<file path="src/rtl/utmi_link_pkg.sv">
package utmi_link_pkg;

  typedef enum logic [1:0] {
    TX_IDLE  = 2'd0,
    TX_SEND  = 2'd1,
    TX_ABORT = 2'd2,
    TX_GAP   = 2'd3
  } txState_t;

  // Strobes from the control to the datapath
  typedef struct packed {
    logic txStart;    // raise transmit request
    logic txLoad;     // capture source byte into bus register
    logic txStop;     // drop transmit request
    logic opRaw;      // mode for the starting packet is raw
    logic opAbort;    // force no-encoding mode mid packet
    logic opClear;    // return to normal mode
    logic rxTake;     // capture receive byte into holding register
    logic rxEmitMid;  // emit held byte as a non-final beat
    logic rxEmitEnd;  // emit final beat
    logic rxEndData;  // final beat carries the held byte
    logic rxEndErr;   // final beat flags an error
  } strobes_t;

  localparam logic [1:0] OPM_NORMAL = 2'b00;
  localparam logic [1:0] OPM_RAW    = 2'b10;

endpackage

</file>
<file path="src/rtl/utmi_link_ctrl.sv">
module utmi_link_ctrl
  import utmi_link_pkg::*;
(
  input  logic     clk,
  input  logic     rstN,
  input  logic     txsValid,
  input  logic     txsLast,
  input  logic     txsRaw,
  input  logic     txsAbort,
  output logic     txsReady,
  input  logic     utmiTxReady,
  input  logic     utmiRxActive,
  input  logic     utmiRxValid,
  input  logic     utmiRxError,
  output strobes_t strb
);

  txState_t state, stateNext;
  logic lastReg;
  logic pendValid;
  logic inPkt;
  logic errSticky;

  always_comb begin
    strb      = '0;
    txsReady  = 1'b0;
    stateNext = state;
    unique case (state)
      TX_IDLE: begin
        if (txsValid && !utmiRxActive) begin
          txsReady      = 1'b1;
          strb.txStart  = 1'b1;
          strb.txLoad   = 1'b1;
          strb.opRaw    = txsRaw;
          stateNext     = TX_SEND;
        end
      end
      TX_SEND: begin
        if (txsAbort) begin
          strb.opAbort = 1'b1;
          stateNext    = TX_ABORT;
        end else if (utmiTxReady) begin
          if (lastReg) begin
            strb.txStop = 1'b1;
            stateNext   = TX_GAP;
          end else if (txsValid) begin
            txsReady    = 1'b1;
            strb.txLoad = 1'b1;
          end else begin
            strb.opAbort = 1'b1;
            stateNext    = TX_ABORT;
          end
        end
      end
      TX_ABORT: begin
        strb.txStop = 1'b1;
        stateNext   = TX_GAP;
      end
      TX_GAP: begin
        strb.opClear = 1'b1;
        stateNext    = TX_IDLE;
      end
      default: stateNext = TX_IDLE;
    endcase

    strb.rxTake    = utmiRxActive && utmiRxValid;
    strb.rxEmitMid = strb.rxTake && pendValid;
    strb.rxEmitEnd = inPkt && !utmiRxActive && (pendValid || errSticky);
    strb.rxEndData = pendValid;
    strb.rxEndErr  = errSticky;
  end

  always_ff @(posedge clk) begin
    if (!rstN) begin
      state     <= TX_IDLE;
      lastReg   <= 1'b0;
      pendValid <= 1'b0;
      inPkt     <= 1'b0;
      errSticky <= 1'b0;
    end else begin
      state <= stateNext;
      if (strb.txLoad) lastReg <= txsLast;
      inPkt     <= utmiRxActive;
      pendValid <= utmiRxActive ? (pendValid || strb.rxTake) : 1'b0;
      errSticky <= utmiRxActive ? (errSticky || utmiRxError) : 1'b0;
    end
  end

  // the source is only ever acknowledged with a byte present
  a_r10_ready_needs_valid: assert property (@(posedge clk) disable iff (!rstN)
    txsReady |-> txsValid);

endmodule

</file>
<file path="src/rtl/utmi_link_dp.sv">
module utmi_link_dp
  import utmi_link_pkg::*;
#(
  parameter int DATA_W = 8
) (
  input  logic              clk,
  input  logic              rstN,
  input  strobes_t          strb,
  input  logic [DATA_W-1:0] txsData,
  input  logic [DATA_W-1:0] utmiDataIn,
  output logic [DATA_W-1:0] utmiDataOut,
  output logic              utmiTxValid,
  output logic [1:0]        utmiOpMode,
  output logic [DATA_W-1:0] rxsData,
  output logic              rxsValid,
  output logic              rxsLast,
  output logic              rxsErr
);

  logic [DATA_W-1:0] pendData;

  always_ff @(posedge clk) begin
    if (!rstN) begin
      utmiDataOut <= '0;
      utmiTxValid <= 1'b0;
      utmiOpMode  <= OPM_NORMAL;
    end else begin
      if (strb.txLoad) utmiDataOut <= txsData;
      if (strb.txStart)     utmiTxValid <= 1'b1;
      else if (strb.txStop) utmiTxValid <= 1'b0;
      if (strb.txStart)      utmiOpMode <= strb.opRaw ? OPM_RAW : OPM_NORMAL;
      else if (strb.opAbort) utmiOpMode <= OPM_RAW;
      else if (strb.opClear) utmiOpMode <= OPM_NORMAL;
    end
  end

  always_ff @(posedge clk) begin
    if (!rstN) begin
      pendData <= '0;
      rxsData  <= '0;
      rxsValid <= 1'b0;
      rxsLast  <= 1'b0;
      rxsErr   <= 1'b0;
    end else begin
      if (strb.rxTake) pendData <= utmiDataIn;
      rxsValid <= strb.rxEmitMid || strb.rxEmitEnd;
      rxsLast  <= strb.rxEmitEnd;
      rxsErr   <= strb.rxEmitEnd && strb.rxEndErr;
      if (strb.rxEmitMid)
        rxsData <= pendData;
      else if (strb.rxEmitEnd)
        rxsData <= strb.rxEndData ? pendData : '0;
    end
  end

  // an error is only reported on a final beat
  a_r9_err_on_last: assert property (@(posedge clk) disable iff (!rstN)
    rxsErr |-> (rxsValid && rxsLast));

endmodule

</file>
<file path="src/rtl/utmi_link_if.sv">
module utmi_link_if
  import utmi_link_pkg::*;
#(
  parameter int DATA_W = 8
) (
  input  logic              clk,
  input  logic              rstN,
  input  logic [DATA_W-1:0] txsData,
  input  logic              txsValid,
  input  logic              txsLast,
  input  logic              txsRaw,
  input  logic              txsAbort,
  output logic              txsReady,
  output logic [DATA_W-1:0] rxsData,
  output logic              rxsValid,
  output logic              rxsLast,
  output logic              rxsErr,
  output logic [DATA_W-1:0] utmiDataOut,
  output logic              utmiTxValid,
  input  logic              utmiTxReady,
  output logic [1:0]        utmiOpMode,
  input  logic [DATA_W-1:0] utmiDataIn,
  input  logic              utmiRxActive,
  input  logic              utmiRxValid,
  input  logic              utmiRxError
);

  strobes_t strb;

  utmi_link_ctrl i_ctrl (
    .clk          (clk),
    .rstN         (rstN),
    .txsValid     (txsValid),
    .txsLast      (txsLast),
    .txsRaw       (txsRaw),
    .txsAbort     (txsAbort),
    .txsReady     (txsReady),
    .utmiTxReady  (utmiTxReady),
    .utmiRxActive (utmiRxActive),
    .utmiRxValid  (utmiRxValid),
    .utmiRxError  (utmiRxError),
    .strb         (strb)
  );

  utmi_link_dp #(.DATA_W(DATA_W)) i_dp (
    .clk         (clk),
    .rstN        (rstN),
    .strb        (strb),
    .txsData     (txsData),
    .utmiDataIn  (utmiDataIn),
    .utmiDataOut (utmiDataOut),
    .utmiTxValid (utmiTxValid),
    .utmiOpMode  (utmiOpMode),
    .rxsData     (rxsData),
    .rxsValid    (rxsValid),
    .rxsLast     (rxsLast),
    .rxsErr      (rxsErr)
  );

  // a transmit request never rises out of an active receive window
  a_r2_no_start_in_rx: assert property (@(posedge clk) disable iff (!rstN)
    $rose(utmiTxValid) |-> !$past(utmiRxActive));

  // a byte not taken by the transceiver stays on the bus
  a_r3_hold_byte: assert property (@(posedge clk) disable iff (!rstN)
    (utmiTxValid && !utmiTxReady) |=> $stable(utmiDataOut));

  // the mode does not change in the cycle the request is dropped
  a_r6_mode_at_drop: assert property (@(posedge clk) disable iff (!rstN)
    $fell(utmiTxValid) |-> $stable(utmiOpMode));

endmodule

</file>
<file path="config.mk">
export PLATFORM = sky130hd
export DESIGN_NAME = utmi_link_if
export DESIGN_NICKNAME = d
export VERILOG_FILES = /design/src/rtl/utmi_link_pkg.sv /design/src/rtl/utmi_link_ctrl.sv /design/src/rtl/utmi_link_dp.sv /design/src/rtl/utmi_link_if.sv
export SDC_FILE = /design/constraint.sdc
export NUM_CORES = 1
export LEC_CHECK = 0
export BUFFER_PORTS_ARGS = -buffer_cell sky130_fd_sc_hd__buf_2
export CORE_ASPECT_RATIO = 2
export CORE_MARGIN = 2
export CORE_UTILIZATION = 30
export CTS_CLUSTER_SIZE = 10
export DETAILED_ROUTE_END_ITERATION = 12
export GPL_ROUTABILITY_DRIVEN = 0
export SLEW_MARGIN = 30
export SYNTH_ARGS = -nofsm -noshare
export SYNTH_HDL_FRONTEND = slang
export SYNTH_SLANG_ARGS = --single-unit
export TNS_END_PERCENT = 20
</file>
<file path="constraint.sdc">
create_clock -name clk -period 2 [get_ports clk]
set_clock_uncertainty 0.2 [all_clocks]
set_input_delay 0.1 -clock clk [delete_from_list [all_inputs] [get_ports clk]]
set_output_delay 0.1 -clock clk [all_outputs]
set_load 0.02 [all_outputs]
</file>
==> results.txt <==
outcome -> finished, final reports clean
CTS tree -> done
Post-Syn Area -> 1420 µm²
worst endpoint data arrival time -> 1.59 ns
Setup crit start kind -> flip-flop
Flop pwr share -> 44.8%
Clock Tree Buf Depth -> 2
clock share of power -> 28.2%
top sig layer -> met4
RSZ-0062 raised after global routing -> no
clock period minus worst slack -> 1.89 ns
Tcrit/Tclk final -> 94.7%
die height -> 101 µm
Leak Pwr -> 0.000971 µW
DR pass1 iterations -> 4
most frequent cells in the layout -> 46 x buf_2, 33 x dfxtp_1, 30 x nand2_1, 24 x dlygate4sd3_1, 12 x a21oi_1
routed wire length per instance -> 11.4 µm
combinational power share -> 27.1%
crit path kind -> flip-flop to output pin
first-pass GRT wire length -> 5.07 mm
mux contribution to synthesized area -> 0.704%
core area -> 4600 µm²
Async SR Flop Fraction -> 0%
Sink Count -> 35
setup tns final -> 0 ns
cell breakdown of the critical path -> inv_1, ha_1, nand3b_1, o41a_1, buf_12, inv_1, buf_4
CP max-delay cell -> dfxtp_2
port bufs -> 47
FF+latch count, synth -> 35
complex-gate fraction of the synthesized area -> 21.3%
GRT Util Overall -> 12.9%
Power, Total -> 1810 µW
Simple-Gate Fraction of Synth Area -> 16.9%
XOR/XNOR Fraction of Synth Area -> 0%
Mean Syn Cell Area -> 9.18 µm²
Seq/Total Area, Yosys -> 49.3%
Post-Synth Adder-Cell Area -> 4.40%
Crit. End Element -> output pin
CTS Root Cell -> clkbuf_8
Internal Power -> 1260 µW
largest family of logic cells by synthesized area -> compound AO/OA/AOI/OAI gates
commonest non-fill, non-tap cell in the layout -> buf_2
DPL Wire Length -> 2.45 mm
Slew Limit Fails -> 0
Worst VDD drop -> 0.412 mV
number of synthesized flops with an enable pin -> 0
fillers -> 473
routed vias -> 1301
number of buffers created by CTS -> 5
pin count of the biggest net entering global routing -> 21
metal2 WL -> 1.80 mm
nets@finish -> 263
Hold Crit Class -> primary input to flip-flop
Via-to-Cell Ratio -> 4.53
Initial Utilization -> 30.9%
Non-Filler Instances -> 287
max cap viols -> 0
initial antenna violation count -> 0
Worst-path clk slew -> 0.07 ns
drc violations -> 0
R2R Setup Slk -> 0.23 ns
gr ovfl total -> 0
critical path's top delay family -> buffers and inverters
DIE WIDTH -> 52.7 µm
WP data required -> 1.70 ns
FP Rows -> 35
setup violators final -> 0
final wirelength -> 3.28 mm
synth unique cells -> 30
metal3 WL -> 183 µm
yosys warns -> 0
die area -> 5340 µm²
NetSw -> 544 µW
crit path from -> i_ctrl.state[0]
clk_lat worst skew -> 0.28 ns
ant diodes -> 0
sw frac -> 30.1%
Starting DRT DRC Count -> 16
syn nets -> 186
predominant post-synthesis flop cell -> dfxtp_1
Max Clk Rate -> 528 MHz
Final Hold Fails -> 0
io pins -> 49
crit-path max FO -> 6
Hold Path Origin -> txsAbort
Antenna Nets Post-Route -> 0
PwrDens -> 876 nW/µm²
placed cells -> 253
crit-path most repeated cell -> inv_1
maximum level of the CTS H-tree -> 2
P&R area growth vs syn -> 44.9%
Cells after Synth -> 155
layout cells sized above 1 -> 33.2%
R2R Path Start -> i_ctrl.state[0]
vias in the first global route -> 1185
Worst path max stage delay -> 0.36 ns
Buffers & Inverters on Critical Path -> 4
M1 WL -> 1.19 mm
sequential cells by signal, indices dropped and copies added, names as in the netlist, 2 cells and up:
name              flops
i_ctrl.state          2
i_dp.rxsData          8
i_dp.utmiDataOut      8
i_dp.pendData         8
metrics by stage:
step	utilization, %	cell area, µm²	hold WS, ns	setup WS (ns)
6_report	44.8	2060	0.0415	0.106
5_1_grt	44.8	2060	0.0994	0.00101
4_1_cts	44.3	2040	0.0511	0.00611
3_5_place_dp	37.1	1700	0.130	0.221
3_3_place_gp	37.1	1700	0.116	0.277
2_1_floorplan	-	1420	0.0158	0.306
kinds of logic (layout without fill, tap and decap cells):
| logic type | after synthesis | count (layout) |
|---|---|---|
| AOI/OAI and AO/OA | 42 | 42 |
| adders and majority gates | 5 | 5 |
| buffers and inverters | 17 | 94 |
| DFF | 35 | 35 |
| muxes | 1 | 1 |
| other | 1 | 1 |
| and+or+nand+nor | 54 | 54 |
cells in the mapped netlist (all sizes together), types with 2 or more instances:
cell type | instances | area, µm²
inv | 8 | 30.0
a31oi | 2 | 12.5
nand2 | 30 | 113
nand3 | 9 | 45.0
nor2 | 6 | 22.5
clkbuf | 4 | 15.0
buf | 5 | 57.6
nand2b | 2 | 12.5
ha | 5 | 62.6
dfxtp | 35 | 701
a22o | 9 | 78.8
a21oi | 12 | 60.1
and3 | 2 | 12.5
o21ai | 14 | 108
timing repair:
| item | 4_1_cts | 5_1_grt |
|---|---|---|
| hold buffers | 24 | 0 |
| setup buffers | 0 | 3 |
| gates resized for setup | 4 | 1 |
| cloned | 0 | 0 |
| pin swaps | 0 | 1 |
| endpoints found under the hold margin | 23 | 0 |
| setup endpoints to repair | 1 | 1 |
power by group through the flow:
stage               combinational (µW)  clock (µW)  sequential (µW)
floorplan                          273           0              859
global placement                   431           0              817
detailed placement                 436           0              820
CTS                                476         539              808
global route                       548         562              818
finish                             489         509              808
worst paths after layout:
kind,cells after the start,to
worst max-delay path,7,txsReady
worst min-delay path,3,i_dp.utmiOpMode[1]
worst max register to register,5,i_ctrl.state[0]
worst min register to register,2,i_dp.pendData[6]
tightest hold or removal path, delay by kind of cell:
kind / cells / cell delay [ns]
AOI/OAI and AO/OA: 2 / 0.27
buffers and inverters: 1 / 0.11
area by class of cell:
cell class / count / area, µm² / area share, %
clock inverter: 1 / 5.00 / 0.243
sequential: 35 / 703 / 34.1
inverter: 8 / 30.0 / 1.46
multi-input combinational: 103 / 622 / 30.2
timing repair buffer: 79 / 551 / 26.7
tap: 55 / 68.8 / 3.34
clock buffer: 6 / 82.6 / 4.00
per-layer routing:
layer  up-vias  GRT usage [%]
li1        680              -
met1       571           11.1
met2        44           24.4
met3         6           3.54
met4         0           8.48
met5         -              0
Note: power is estimated with default switching activity, not from simulation.
